**src/rtl/trs_pkg.sv**
```systemverilog
package trs_pkg;
  localparam logic [7:0] PTR_CAP   = 8'h00;
  localparam logic [7:0] PTR_CFG   = 8'h01;
  localparam logic [7:0] PTR_UPPER = 8'h02;
  localparam logic [7:0] PTR_LOWER = 8'h03;
  localparam logic [7:0] PTR_CRIT  = 8'h04;
  localparam logic [7:0] PTR_TEMP  = 8'h05;
  localparam logic [7:0] PTR_MFG   = 8'h06;
  localparam logic [7:0] PTR_DEV   = 8'h07;
  localparam logic [7:0] PTR_TMO   = 8'h22;

  localparam logic [15:0] CFG_KEEP  = 16'h07FF;
  localparam logic [15:0] TRIP_KEEP = 16'h1FFC;
  localparam logic [15:0] TMO_KEEP  = 16'h0080;

  localparam int CFG_CRIT_LOCK = 7;
  localparam int CFG_WIN_LOCK  = 6;
  localparam int TMO_OFF_BIT   = 7;

  typedef enum logic [2:0] {BS_IDLE, BS_RX, BS_ACK, BS_TX, BS_MACK, BS_SKIP} bus_state_t;
  typedef enum logic [1:0] {RX_ADDR, RX_PTR, RX_MSB, RX_LSB} rx_kind_t;
endpackage

```
**src/rtl/trs_scl_watch.sv**
```systemverilog
module trs_scl_watch #(
  parameter int LIMIT = 3000000
) (
  input  logic clk,
  input  logic rst,
  input  logic scl_low,
  input  logic enable,
  output logic fire
);
  localparam int CW = $clog2(LIMIT + 1);
  localparam logic [CW-1:0] LIM    = CW'(LIMIT);
  localparam logic [CW-1:0] LIM_M1 = CW'(LIMIT - 1);

  logic [CW-1:0] low_cnt;

  always_ff @(posedge clk) begin
    if (rst || !scl_low || !enable) low_cnt <= '0;
    else if (low_cnt != LIM)        low_cnt <= low_cnt + 1'b1;
  end

  assign fire = enable && scl_low && (low_cnt == LIM_M1);
endmodule

```
**src/rtl/trs_regbank.sv**
```systemverilog
module trs_regbank import trs_pkg::*; #(
  parameter logic [15:0] CAP_VALUE = 16'h006F,
  parameter logic [15:0] MFG_ID    = 16'h1131,
  parameter logic [15:0] DEV_ID    = 16'hA102
) (
  input  logic        clk,
  input  logic        rst,
  input  logic [7:0]  ptr,
  input  logic        wr_en,
  input  logic [15:0] wr_data,
  input  logic [15:0] temp_in,
  output logic [15:0] rd_data,
  output logic [15:0] cfg_q,
  output logic [15:0] upper_q,
  output logic [15:0] lower_q,
  output logic [15:0] crit_q,
  output logic        tmo_off
);
  logic [15:0] tmo_q;

  always_ff @(posedge clk) begin
    if (rst) begin
      cfg_q   <= '0;
      upper_q <= '0;
      lower_q <= '0;
      crit_q  <= '0;
      tmo_q   <= '0;
    end else if (wr_en) begin
      case (ptr)
        PTR_CFG:   cfg_q <= wr_data & CFG_KEEP;
        PTR_UPPER: if (!cfg_q[CFG_WIN_LOCK])  upper_q <= wr_data & TRIP_KEEP;
        PTR_LOWER: if (!cfg_q[CFG_WIN_LOCK])  lower_q <= wr_data & TRIP_KEEP;
        PTR_CRIT:  if (!cfg_q[CFG_CRIT_LOCK]) crit_q  <= wr_data & TRIP_KEEP;
        PTR_TMO:   tmo_q <= wr_data & TMO_KEEP;
        default:   ;
      endcase
    end
  end

  always_comb begin
    case (ptr)
      PTR_CAP:   rd_data = CAP_VALUE;
      PTR_CFG:   rd_data = cfg_q;
      PTR_UPPER: rd_data = upper_q;
      PTR_LOWER: rd_data = lower_q;
      PTR_CRIT:  rd_data = crit_q;
      PTR_TEMP:  rd_data = temp_in;
      PTR_MFG:   rd_data = MFG_ID;
      PTR_DEV:   rd_data = DEV_ID;
      PTR_TMO:   rd_data = tmo_q;
      default:   rd_data = '0;
    endcase
  end

  assign tmo_off = tmo_q[TMO_OFF_BIT];
endmodule

```
**src/rtl/trs_bus_fsm.sv**
```systemverilog
module trs_bus_fsm import trs_pkg::*; #(
  parameter int SYNC_STAGES = 2,
  parameter int ADDR_W      = 7
) (
  input  logic              clk,
  input  logic              rst,
  input  logic              scl_i,
  input  logic              sda_i,
  input  logic [ADDR_W-1:0] dev_addr,
  input  logic              tmo_fire,
  input  logic [15:0]       rd_data,
  output logic [7:0]        ptr,
  output logic              wr_en,
  output logic [15:0]       wr_data,
  output logic              sda_oe,
  output logic              scl_low
);
  logic [SYNC_STAGES-1:0] scl_sync, sda_sync;
  logic scl_s, sda_s, scl_q, sda_q;
  logic scl_rise, scl_fall, start_ev, stop_ev;

  bus_state_t  state, after_ack;
  rx_kind_t    rx_kind;
  logic [3:0]  cnt;
  logic [7:0]  shreg, msb_hold;
  logic [15:0] tx;
  logic        lo_byte, m_nack;

  always_ff @(posedge clk) begin
    if (rst) begin
      scl_sync <= '1;
      sda_sync <= '1;
      scl_q    <= 1'b1;
      sda_q    <= 1'b1;
    end else begin
      scl_sync <= {scl_sync[SYNC_STAGES-2:0], scl_i};
      sda_sync <= {sda_sync[SYNC_STAGES-2:0], sda_i};
      scl_q    <= scl_s;
      sda_q    <= sda_s;
    end
  end

  assign scl_s    = scl_sync[SYNC_STAGES-1];
  assign sda_s    = sda_sync[SYNC_STAGES-1];
  assign scl_rise = scl_s && !scl_q;
  assign scl_fall = !scl_s && scl_q;
  assign start_ev = scl_s && scl_q && sda_q && !sda_s;
  assign stop_ev  = scl_s && scl_q && !sda_q && sda_s;
  assign scl_low  = !scl_s;

  always_ff @(posedge clk) begin
    if (rst) begin
      state     <= BS_IDLE;
      after_ack <= BS_IDLE;
      rx_kind   <= RX_ADDR;
      cnt       <= '0;
      shreg     <= '0;
      msb_hold  <= '0;
      tx        <= '0;
      lo_byte   <= 1'b0;
      m_nack    <= 1'b0;
      ptr       <= PTR_CAP;
      wr_en     <= 1'b0;
      wr_data   <= '0;
      sda_oe    <= 1'b0;
    end else begin
      wr_en <= 1'b0;
      if (tmo_fire || stop_ev) begin
        state  <= BS_IDLE;
        sda_oe <= 1'b0;
      end else if (start_ev) begin
        state   <= BS_RX;
        rx_kind <= RX_ADDR;
        cnt     <= '0;
        sda_oe  <= 1'b0;
      end else begin
        case (state)
          BS_RX: begin
            if (scl_rise) begin
              shreg <= {shreg[6:0], sda_s};
              cnt   <= cnt + 4'd1;
            end else if (scl_fall && cnt == 4'd8) begin
              cnt    <= '0;
              sda_oe <= 1'b1;
              state  <= BS_ACK;
              case (rx_kind)
                RX_ADDR: begin
                  if (shreg[7:1] == dev_addr) begin
                    after_ack <= shreg[0] ? BS_TX : BS_RX;
                    rx_kind   <= RX_PTR;
                  end else begin
                    sda_oe <= 1'b0;
                    state  <= BS_SKIP;
                  end
                end
                RX_PTR: begin
                  ptr       <= shreg;
                  rx_kind   <= RX_MSB;
                  after_ack <= BS_RX;
                end
                RX_MSB: begin
                  msb_hold  <= shreg;
                  rx_kind   <= RX_LSB;
                  after_ack <= BS_RX;
                end
                default: begin
                  wr_en     <= 1'b1;
                  wr_data   <= {msb_hold, shreg};
                  after_ack <= BS_SKIP;
                end
              endcase
            end
          end
          BS_ACK: begin
            if (scl_fall) begin
              sda_oe <= 1'b0;
              state  <= after_ack;
              cnt    <= '0;
              if (after_ack == BS_TX) begin
                tx      <= rd_data;
                sda_oe  <= ~rd_data[15];
                lo_byte <= 1'b0;
              end
            end
          end
          BS_TX: begin
            if (scl_rise) begin
              cnt <= cnt + 4'd1;
            end else if (scl_fall) begin
              if (cnt == 4'd8) begin
                sda_oe <= 1'b0;
                state  <= BS_MACK;
              end else begin
                tx     <= {tx[14:0], 1'b0};
                sda_oe <= ~tx[14];
              end
            end
          end
          BS_MACK: begin
            if (scl_rise) begin
              m_nack <= sda_s;
            end else if (scl_fall) begin
              cnt <= '0;
              if (m_nack) begin
                state <= BS_SKIP;
              end else begin
                state <= BS_TX;
                if (lo_byte) begin
                  tx      <= rd_data;
                  sda_oe  <= ~rd_data[15];
                  lo_byte <= 1'b0;
                end else begin
                  tx      <= {tx[14:0], 1'b0};
                  sda_oe  <= ~tx[14];
                  lo_byte <= 1'b1;
                end
              end
            end
          end
          default: ;
        endcase
      end
    end
  end
endmodule

```
**src/rtl/thermo_reg_slave.sv**
```systemverilog
module thermo_reg_slave #(
  parameter logic [3:0]  ADDR_HI        = 4'b0011,
  parameter int          TIMEOUT_CYCLES = 3000000,
  parameter int          SYNC_STAGES    = 2,
  parameter logic [15:0] CAP_VALUE      = 16'h006F,
  parameter logic [15:0] MFG_ID         = 16'h1131,
  parameter logic [15:0] DEV_ID         = 16'hA102
) (
  input  logic        clk,
  input  logic        rst,
  input  logic        scl_i,
  input  logic        sda_i,
  output logic        sda_oe,
  input  logic [2:0]  addr_sel,
  input  logic [15:0] temp_in,
  output logic [15:0] cfg_word,
  output logic [15:0] upper_trip,
  output logic [15:0] lower_trip,
  output logic [15:0] crit_trip
);
  localparam int ADDR_W = 4 + 3;

  logic [ADDR_W-1:0] dev_addr;
  logic [7:0]  ptr;
  logic        wr_en, tmo_fire, tmo_off, scl_low;
  logic [15:0] wr_data, rd_data;

  assign dev_addr = {ADDR_HI, addr_sel};

  trs_bus_fsm #(.SYNC_STAGES(SYNC_STAGES), .ADDR_W(ADDR_W)) u_bus (
    .clk(clk), .rst(rst), .scl_i(scl_i), .sda_i(sda_i), .dev_addr(dev_addr),
    .tmo_fire(tmo_fire), .rd_data(rd_data), .ptr(ptr), .wr_en(wr_en),
    .wr_data(wr_data), .sda_oe(sda_oe), .scl_low(scl_low)
  );

  trs_regbank #(.CAP_VALUE(CAP_VALUE), .MFG_ID(MFG_ID), .DEV_ID(DEV_ID)) u_regs (
    .clk(clk), .rst(rst), .ptr(ptr), .wr_en(wr_en), .wr_data(wr_data),
    .temp_in(temp_in), .rd_data(rd_data), .cfg_q(cfg_word), .upper_q(upper_trip),
    .lower_q(lower_trip), .crit_q(crit_trip), .tmo_off(tmo_off)
  );

  trs_scl_watch #(.LIMIT(TIMEOUT_CYCLES)) u_watch (
    .clk(clk), .rst(rst), .scl_low(scl_low), .enable(!tmo_off), .fire(tmo_fire)
  );
endmodule

```
**config.mk**
```make
export PLATFORM = sky130hd
export DESIGN_NAME = thermo_reg_slave
export DESIGN_NICKNAME = d
export VERILOG_FILES = /design/src/rtl/trs_pkg.sv /design/src/rtl/trs_scl_watch.sv /design/src/rtl/trs_regbank.sv /design/src/rtl/trs_bus_fsm.sv /design/src/rtl/thermo_reg_slave.sv
export SDC_FILE = /design/constraint.sdc
export NUM_CORES = 1
export LEC_CHECK = 0
export BUFFER_PORTS_ARGS = -buffer_cell sky130_fd_sc_hd__buf_4
export CAP_MARGIN = 20
export CORE_UTILIZATION = 45
export CTS_CLUSTER_SIZE = 28
export DETAILED_ROUTE_END_ITERATION = 8
export PLACE_DENSITY_LB_ADDON = 0.25
export SLEW_MARGIN = 20
export SYNTH_ARGS = -nofsm -noshare
export SYNTH_HDL_FRONTEND = slang
export SYNTH_SLANG_ARGS = --single-unit
export TNS_END_PERCENT = 50
```
**constraint.sdc**
```tcl
create_clock -name clk -period 2.1 [get_ports clk]
set_input_delay 0.105 -clock clk [delete_from_list [all_inputs] [get_ports clk]]
set_output_delay 0.105 -clock clk [all_outputs]
set_load 0.02 [all_outputs]
```
; Yosys cells after proc, flatten, opt, wreduce, memory -nomap -nowiden
; Index checks and enable logic that the tools add are counted.
[word_totals]
ff_bits = 138
[classes]
reduce_logical = 50
eq_ne = 43
n_addsub = 2
bitwise_logic = 10
n_mux = 62
[op_table]
columns = cell, count
row1 = $pmux 16 s9, 1
row2 = $mux 15, 9
row3 = $pmux 15 s3, 1
row4 = $mux 3, 12
row5 = $eq 8x3->1 const B, 4
row6 = $reduce_and 6->1, 5
row7 = $reduce_and 9->1, 3
row8 = $mux 4, 6
row9 = $add 22x1->22 const B, 1
row10 = $eq 22x22->1 const B, 1
row11 = $ne 22x22->1 const B, 1
row12 = $mux 1, 21
row13 = $ne 3x1->1 const B, 7
row14 = $eq 8x2->1 const B, 2
row15 = $pmux 4 s4, 1
row16 = $ne 2x1->1 const B, 7
row17 = $mux 2, 6
row18 = $ne 2x2->1 const B, 6
row19 = $pmux 3 s4, 1
row20 = $reduce_and 11->1, 1
row21 = $logic_and 1x1->1, 10
row22 = $not 1->1, 10
row23 = $eq 3x2->1 const B, 3
row24 = $ne 3x3->1 const B, 3
row25 = other kinds (30), 45

; Depth between registers and ports, before layout
[logic_depth]
word_depth = 8
ltp_mapped = 9

; Hierarchy
; Synthesis repeated with hierarchy kept, for this count alone.
[unflattened]
hier_cells = 841
hier_area_um2 = 7581.0
[modules_own_cells]
columns = mod, seq_area_each_um2, instances, area_each_um2, cells_each
row1 = trs_bus_fsm, 1541.5, 1, 3688.5, 401
row2 = trs_regbank, 900.9, 1, 2707.6, 299
row3 = trs_scl_watch, 440.4, 1, 1173.6, 138
row4 = thermo_reg_slave, 0.0, 1, 11.3, 3

; Worst setup path before layout
; OpenSTA, ideal clock, no wires.
[synth_timing]
path_type = reg-to-reg
startpoint = reg u_bus.ptr[7]
endpoint = reg u_regs.crit_q[7]
setup_slack_ns = 0.160
setup_time_ns = 0.070
t_arrival_ns = 1.869
required_ns = 2.030
stages_incl_launch_ff = 9
path_cell_list = dfxtp_1 > or4_4 > nand2b_4 > buf_6 > nor3_4 > and3b_1 > buf_4 > nand2_1 > a21oi_1
[synth_via]
elab_chain_len = 2
[synth_lines]
columns = item, line_no
row1 = "start, declared", trs_bus_fsm.sv:12  ; output logic [7:0] ptr,
row2 = "start signal, assigned", trs_bus_fsm.sv:97  ; ptr <= shreg;
row3 = $eq 8x3->1, trs_regbank.sv:29  ; case (ptr)
row4 = $reduce_and 3->1 (no line), -
row5 = "end signal, assigned", trs_regbank.sv:33  ; PTR_CRIT: if (!cfg_q[CFG_CRIT_LOCK]) crit_q <= wr_data & TRIP_KEEP;
row6 = "end, declared", trs_regbank.sv:16  ; output logic [15:0] crit_q,
; Every way passes these cells.
; A chain may end at the register's enable or synchronous reset.

; Final worst setup path
[layout_timing]
startpoint = reg u_bus.ptr[3]
endpoint = reg u_bus.tx[6]
[layout_via]
elab_chain_len = 7
word_cells_on_any_way = 17
cone_classes = eq/ne: 8 / mux: 8 / reduce/logical: 1
[layout_lines]
columns = item, line_no
row1 = $eq 8x6->1 (tied with other cells), trs_regbank.sv:41  ; case (ptr)
row2 = $pmux 16 s9 *, trs_regbank.sv:41
row3 = $mux 15, trs_bus_fsm.sv:148  ; if (lo_byte) begin
row4 = $mux 15, trs_bus_fsm.sv:144  ; if (m_nack) begin
row5 = $mux 15, trs_bus_fsm.sv:142  ; end else if (scl_fall) begin
row6 = $mux 15, trs_bus_fsm.sv:140  ; if (scl_rise) begin
row7 = $pmux 15 s3 *, trs_bus_fsm.sv:77  ; case (state)
row8 = "end signal, assigned", trs_bus_fsm.sv:134  ; tx <= {tx[14:0], 1'b0};
row9 = "end signal, assigned", trs_bus_fsm.sv:149  ; tx <= rd_data;
row10 = "end signal, assigned", trs_bus_fsm.sv:153  ; tx <= {tx[14:0], 1'b0};
row11 = "end, declared", trs_bus_fsm.sv:26  ; logic [15:0] tx;
; Every way passes the cells marked *; elsewhere a longest branch is shown, timed or not. The select of a mux whose other input is x is not followed.

==> flow_summary_export.csv <==
group,metric,value,unit
setup_path,cp_data_required_time,2.44,ns
setup_path,crit_arrival,2.39,ns
hold_path,min_from,"temp_in[13]",
power,power_density,699,nW/um^2
grt,grt_use_total,25.4,%
drt,highest_layer,"met4",
drt,totalWireLength,18.6,mm
drt,viasPerCell,5.71,
drt,wl_met3,1.48,mm
clocking,cts_buffer_depth,2,
die,core-area,14100,um^2
power,switching_share,22.8,%
yosys,synthXorXnorAreaFrac,2.79,%
run,maxCapViolCount,0,
yosys,synth_area_leaders,"dfxtp_1 42%, mux2i_1 7.7%, nor2_1 6.1%, nand2_1 4.5%, a21oi_1 4.3%",
placed_design,port_buffers,67,
layout,drive_gt1_share,21.4,%
hold_path,worstHoldEndpoint,"u_bus.tx[13]",
power,clkPwrFrac,50.9,%
yosys,synth_edf_count,0,
setup_path,rrSetupSlack,0.05,ns
grt,antenna_found_initial,0,
yosys,synth_mux_area_share,7.91,%
setup_path,reg2reg_depth,7,
clocking,htreeDepth,4,
sta,whs,0.242,ns
grt,grt_pass1_wl,29.2,mm
sta,fin_crit,2.05,ns
setup_path,path_class,"register to register",
yosys,synth.cell_area,6590,um^2
setup_path,endpoint_kind,"register",
clocking,cts_buffers,17,
yosys,ys_seq_area_share,41.9,%
yosys,yosys.area.top_type_share,41.9,%
hold_path,hold_path_class,"input port to register",
drt,postRouteAntennaNets,0,
yosys,synth_ff_type,"dfxtp_1",
die,die_x,123,um
yosys,synthTopCellsByCount,"138 x dfxtp_1, 107 x nor2_1, 79 x nand2_1",
setup_path,r2r-start,"u_bus.ptr[3]",
yosys,synth_fa_ha_area_share,1.52,%
sta,slew_violations,0,
placed_design,gp_congestion,0.904,
yosys,synth_top_family_by_area,"simple AND/OR/NAND/NOR gates",
drt,drtIter0Drc,621,
yosys,async_flop_share,0,%
drt,wl_met2,8.43,mm
die,die_area,15100,um^2
yosys,synth-seq-cells,138,
sta,tns,0,ns
clocking,clkSlewWorstSetupHoldPaths,0.06,ns
die,start_util,46.8,%
die,ioPinCount,88,
power,p_total,0.00572,W
die,dieHeight,123,um
power,p_leak,3.17,nW
hold_path,hold_depth,5,
yosys,synth_top_area_cell,"dfxtp_1",
setup_path,crit_path_start_kind,"register",
power,p_switching,0.00131,W
sta,finalSetupViolations,0,
drt,post-route-drc-count,0,
clocking,root_buffer,"clkbuf_16",
drt,drtPass1Iterations,6,
yosys,ys_types,64,
clocking,clkSinkCount,138,
grt,grt_overflow,0,
power,p_int,0.00442,W
sta,slew_headroom,49.7,%
setup_path,r2r_end,"u_bus.tx[6]",
sta,worstMarginPinSlew,0.754,ns
layout,area_growth,24.2,%
yosys,syn_area_per_cell,8.43,um^2
yosys,synth-simple-area-share,24.3,%
clocking,cts_tree,"built",
yosys,synth_most_common_cell,"dfxtp_1",
clocking,worstSkewPairLatency,0.42,ns
sta,hold_violations,0,
placed_design,dp.cells,1025,
sta,finClkSkew,0.00821,ns
yosys,synth_compound_area_share,15.1,%
drt,wire_per_inst,17.4,um
sta,fmax,488,MHz
grt,grt_pass1_vias,5579,
placed_design,dpl.hpwl,13.2,mm
power,peakVddDrop,0.612,mV
status,status,"complete, no violations",
yosys,syn_inst,782,
layout,stdcell_count,1064,
setup_path,critPathMaxFanout,4,
drt,wl_met1,8.40,mm
layout,antennaDiodeCount,0,
sta,fin_crit_sh,97.6,%
power,combPwrFrac,3.1,%
yosys,yosysWarnings,0,
power,seq_power_share,46.0,%
die,rows,43,
grt,grt_max_degree,55,
layout,nets,902,
sta,rsz0062_at_grt,"yes",
drt,vias,6077,
## state kept, by name (all words and copies together), names as in the netlist, 3 cells and up
register,count
u_bus.tx,15
u_bus.state,3
u_regs.upper_q,11
u_bus.ptr,8
u_bus.cnt,4
u_regs.cfg_q,11
u_bus.shreg,8
u_regs.lower_q,11
u_bus.after_ack,3
u_bus.wr_data,13
u_bus.msb_hold,5
u_regs.crit_q,11
u_watch.low_cnt,22
## layout make-up
| class | instances | area (um^2) |
|---|---|---|
| Clock buffer | 20 | 467 |
| Clock inverter | 12 | 114 |
| Fill cell | 1238 | 5910 |
| Inverter | 15 | 56.3 |
| Multi-Input combinational cell | 577 | 3570 |
| Sequential cell | 138 | 2770 |
| Tap cell | 180 | 225 |
| Timing Repair Buffer | 122 | 986 |
## how the worst max path moves through the flow
stage,cells after the start,to,startpoint
after floorplan,8,u_regs.crit_q[7],u_bus.ptr[7]
after global placement,7,u_bus.tx[8],u_bus.ptr[2]
after detailed placement,7,u_bus.tx[8],u_bus.ptr[2]
after CTS,7,u_bus.tx[8],u_bus.ptr[2]
after global routing,8,u_bus.tx[0],u_bus.scl_q
final,7,u_bus.tx[6],u_bus.ptr[3]
## metrics by stage
stage               worst slack, ns  area, um^2  utilization [%]
CTS                          0.0182        8060             57.1
floorplan                     0.160        6660                -
global route                -0.0505        8190             58.1
finish                       0.0498        8190             58.1
detailed placement          -0.0982        7440             52.8
global placement            -0.0712        7440             52.8
## placed cells by master (no fill, tap or decap), drive strengths merged, types with 17 or more instances in the layout
cell type  instances
a21oi             56
buf              118
clkbuf            21
conb              20
dfxtp            138
inv               17
mux2i             51
nand2             79
nand2b            17
nand3             34
nor2             107
nor3              18
## cells by family (layout without fill, tap and decap cells)
group	count (synthesis)	after routing
simple gates	327	327
compound gates	149	149
flops	138	138
buf+inv	86	169
mux	52	52
xor+xnor	21	21
fa+ha+maj	8	8
other cells	1	20
## worst max-delay path, cell delays in order, from the launching register on
cell	delay, ns
dfxtp_2	0.32
or4_4	0.56
nand2b_4	0.18
nor3_4	0.30
buf_6	0.16
a221oi_1	0.10
a2bb2oi_1	0.16
a211oi_1	0.19
## layer usage
layer	global-route usage, %	vias to the layer above
li1	-	2905
met1	34.7	2900
met2	38.8	253
met3	7.33	19
met4	7.53	0
met5	0	-
## what timing repair did
action,in CTS,in global routing
buffers inserted,0,3
pin swaps,0,10
resized for setup,1,24
hold buffers,3,0
endpoints found under the setup margin,1,41
hold endpoints to repair,6,0
gates cloned,0,1
## power groups by stage
stage,Sequential (W),Combinational (W),Clock (W)
after CTS,0.00263,0.000173,0.00296
after global routing,0.00263,0.000190,0.00309
after detailed placement,0.00269,0.000168,0
after floorplan,0.00269,0.000136,0
after global placement,0.00269,0.000165,0
final,0.00263,0.000175,0.00291
Power figures use the tool's default switching activity.
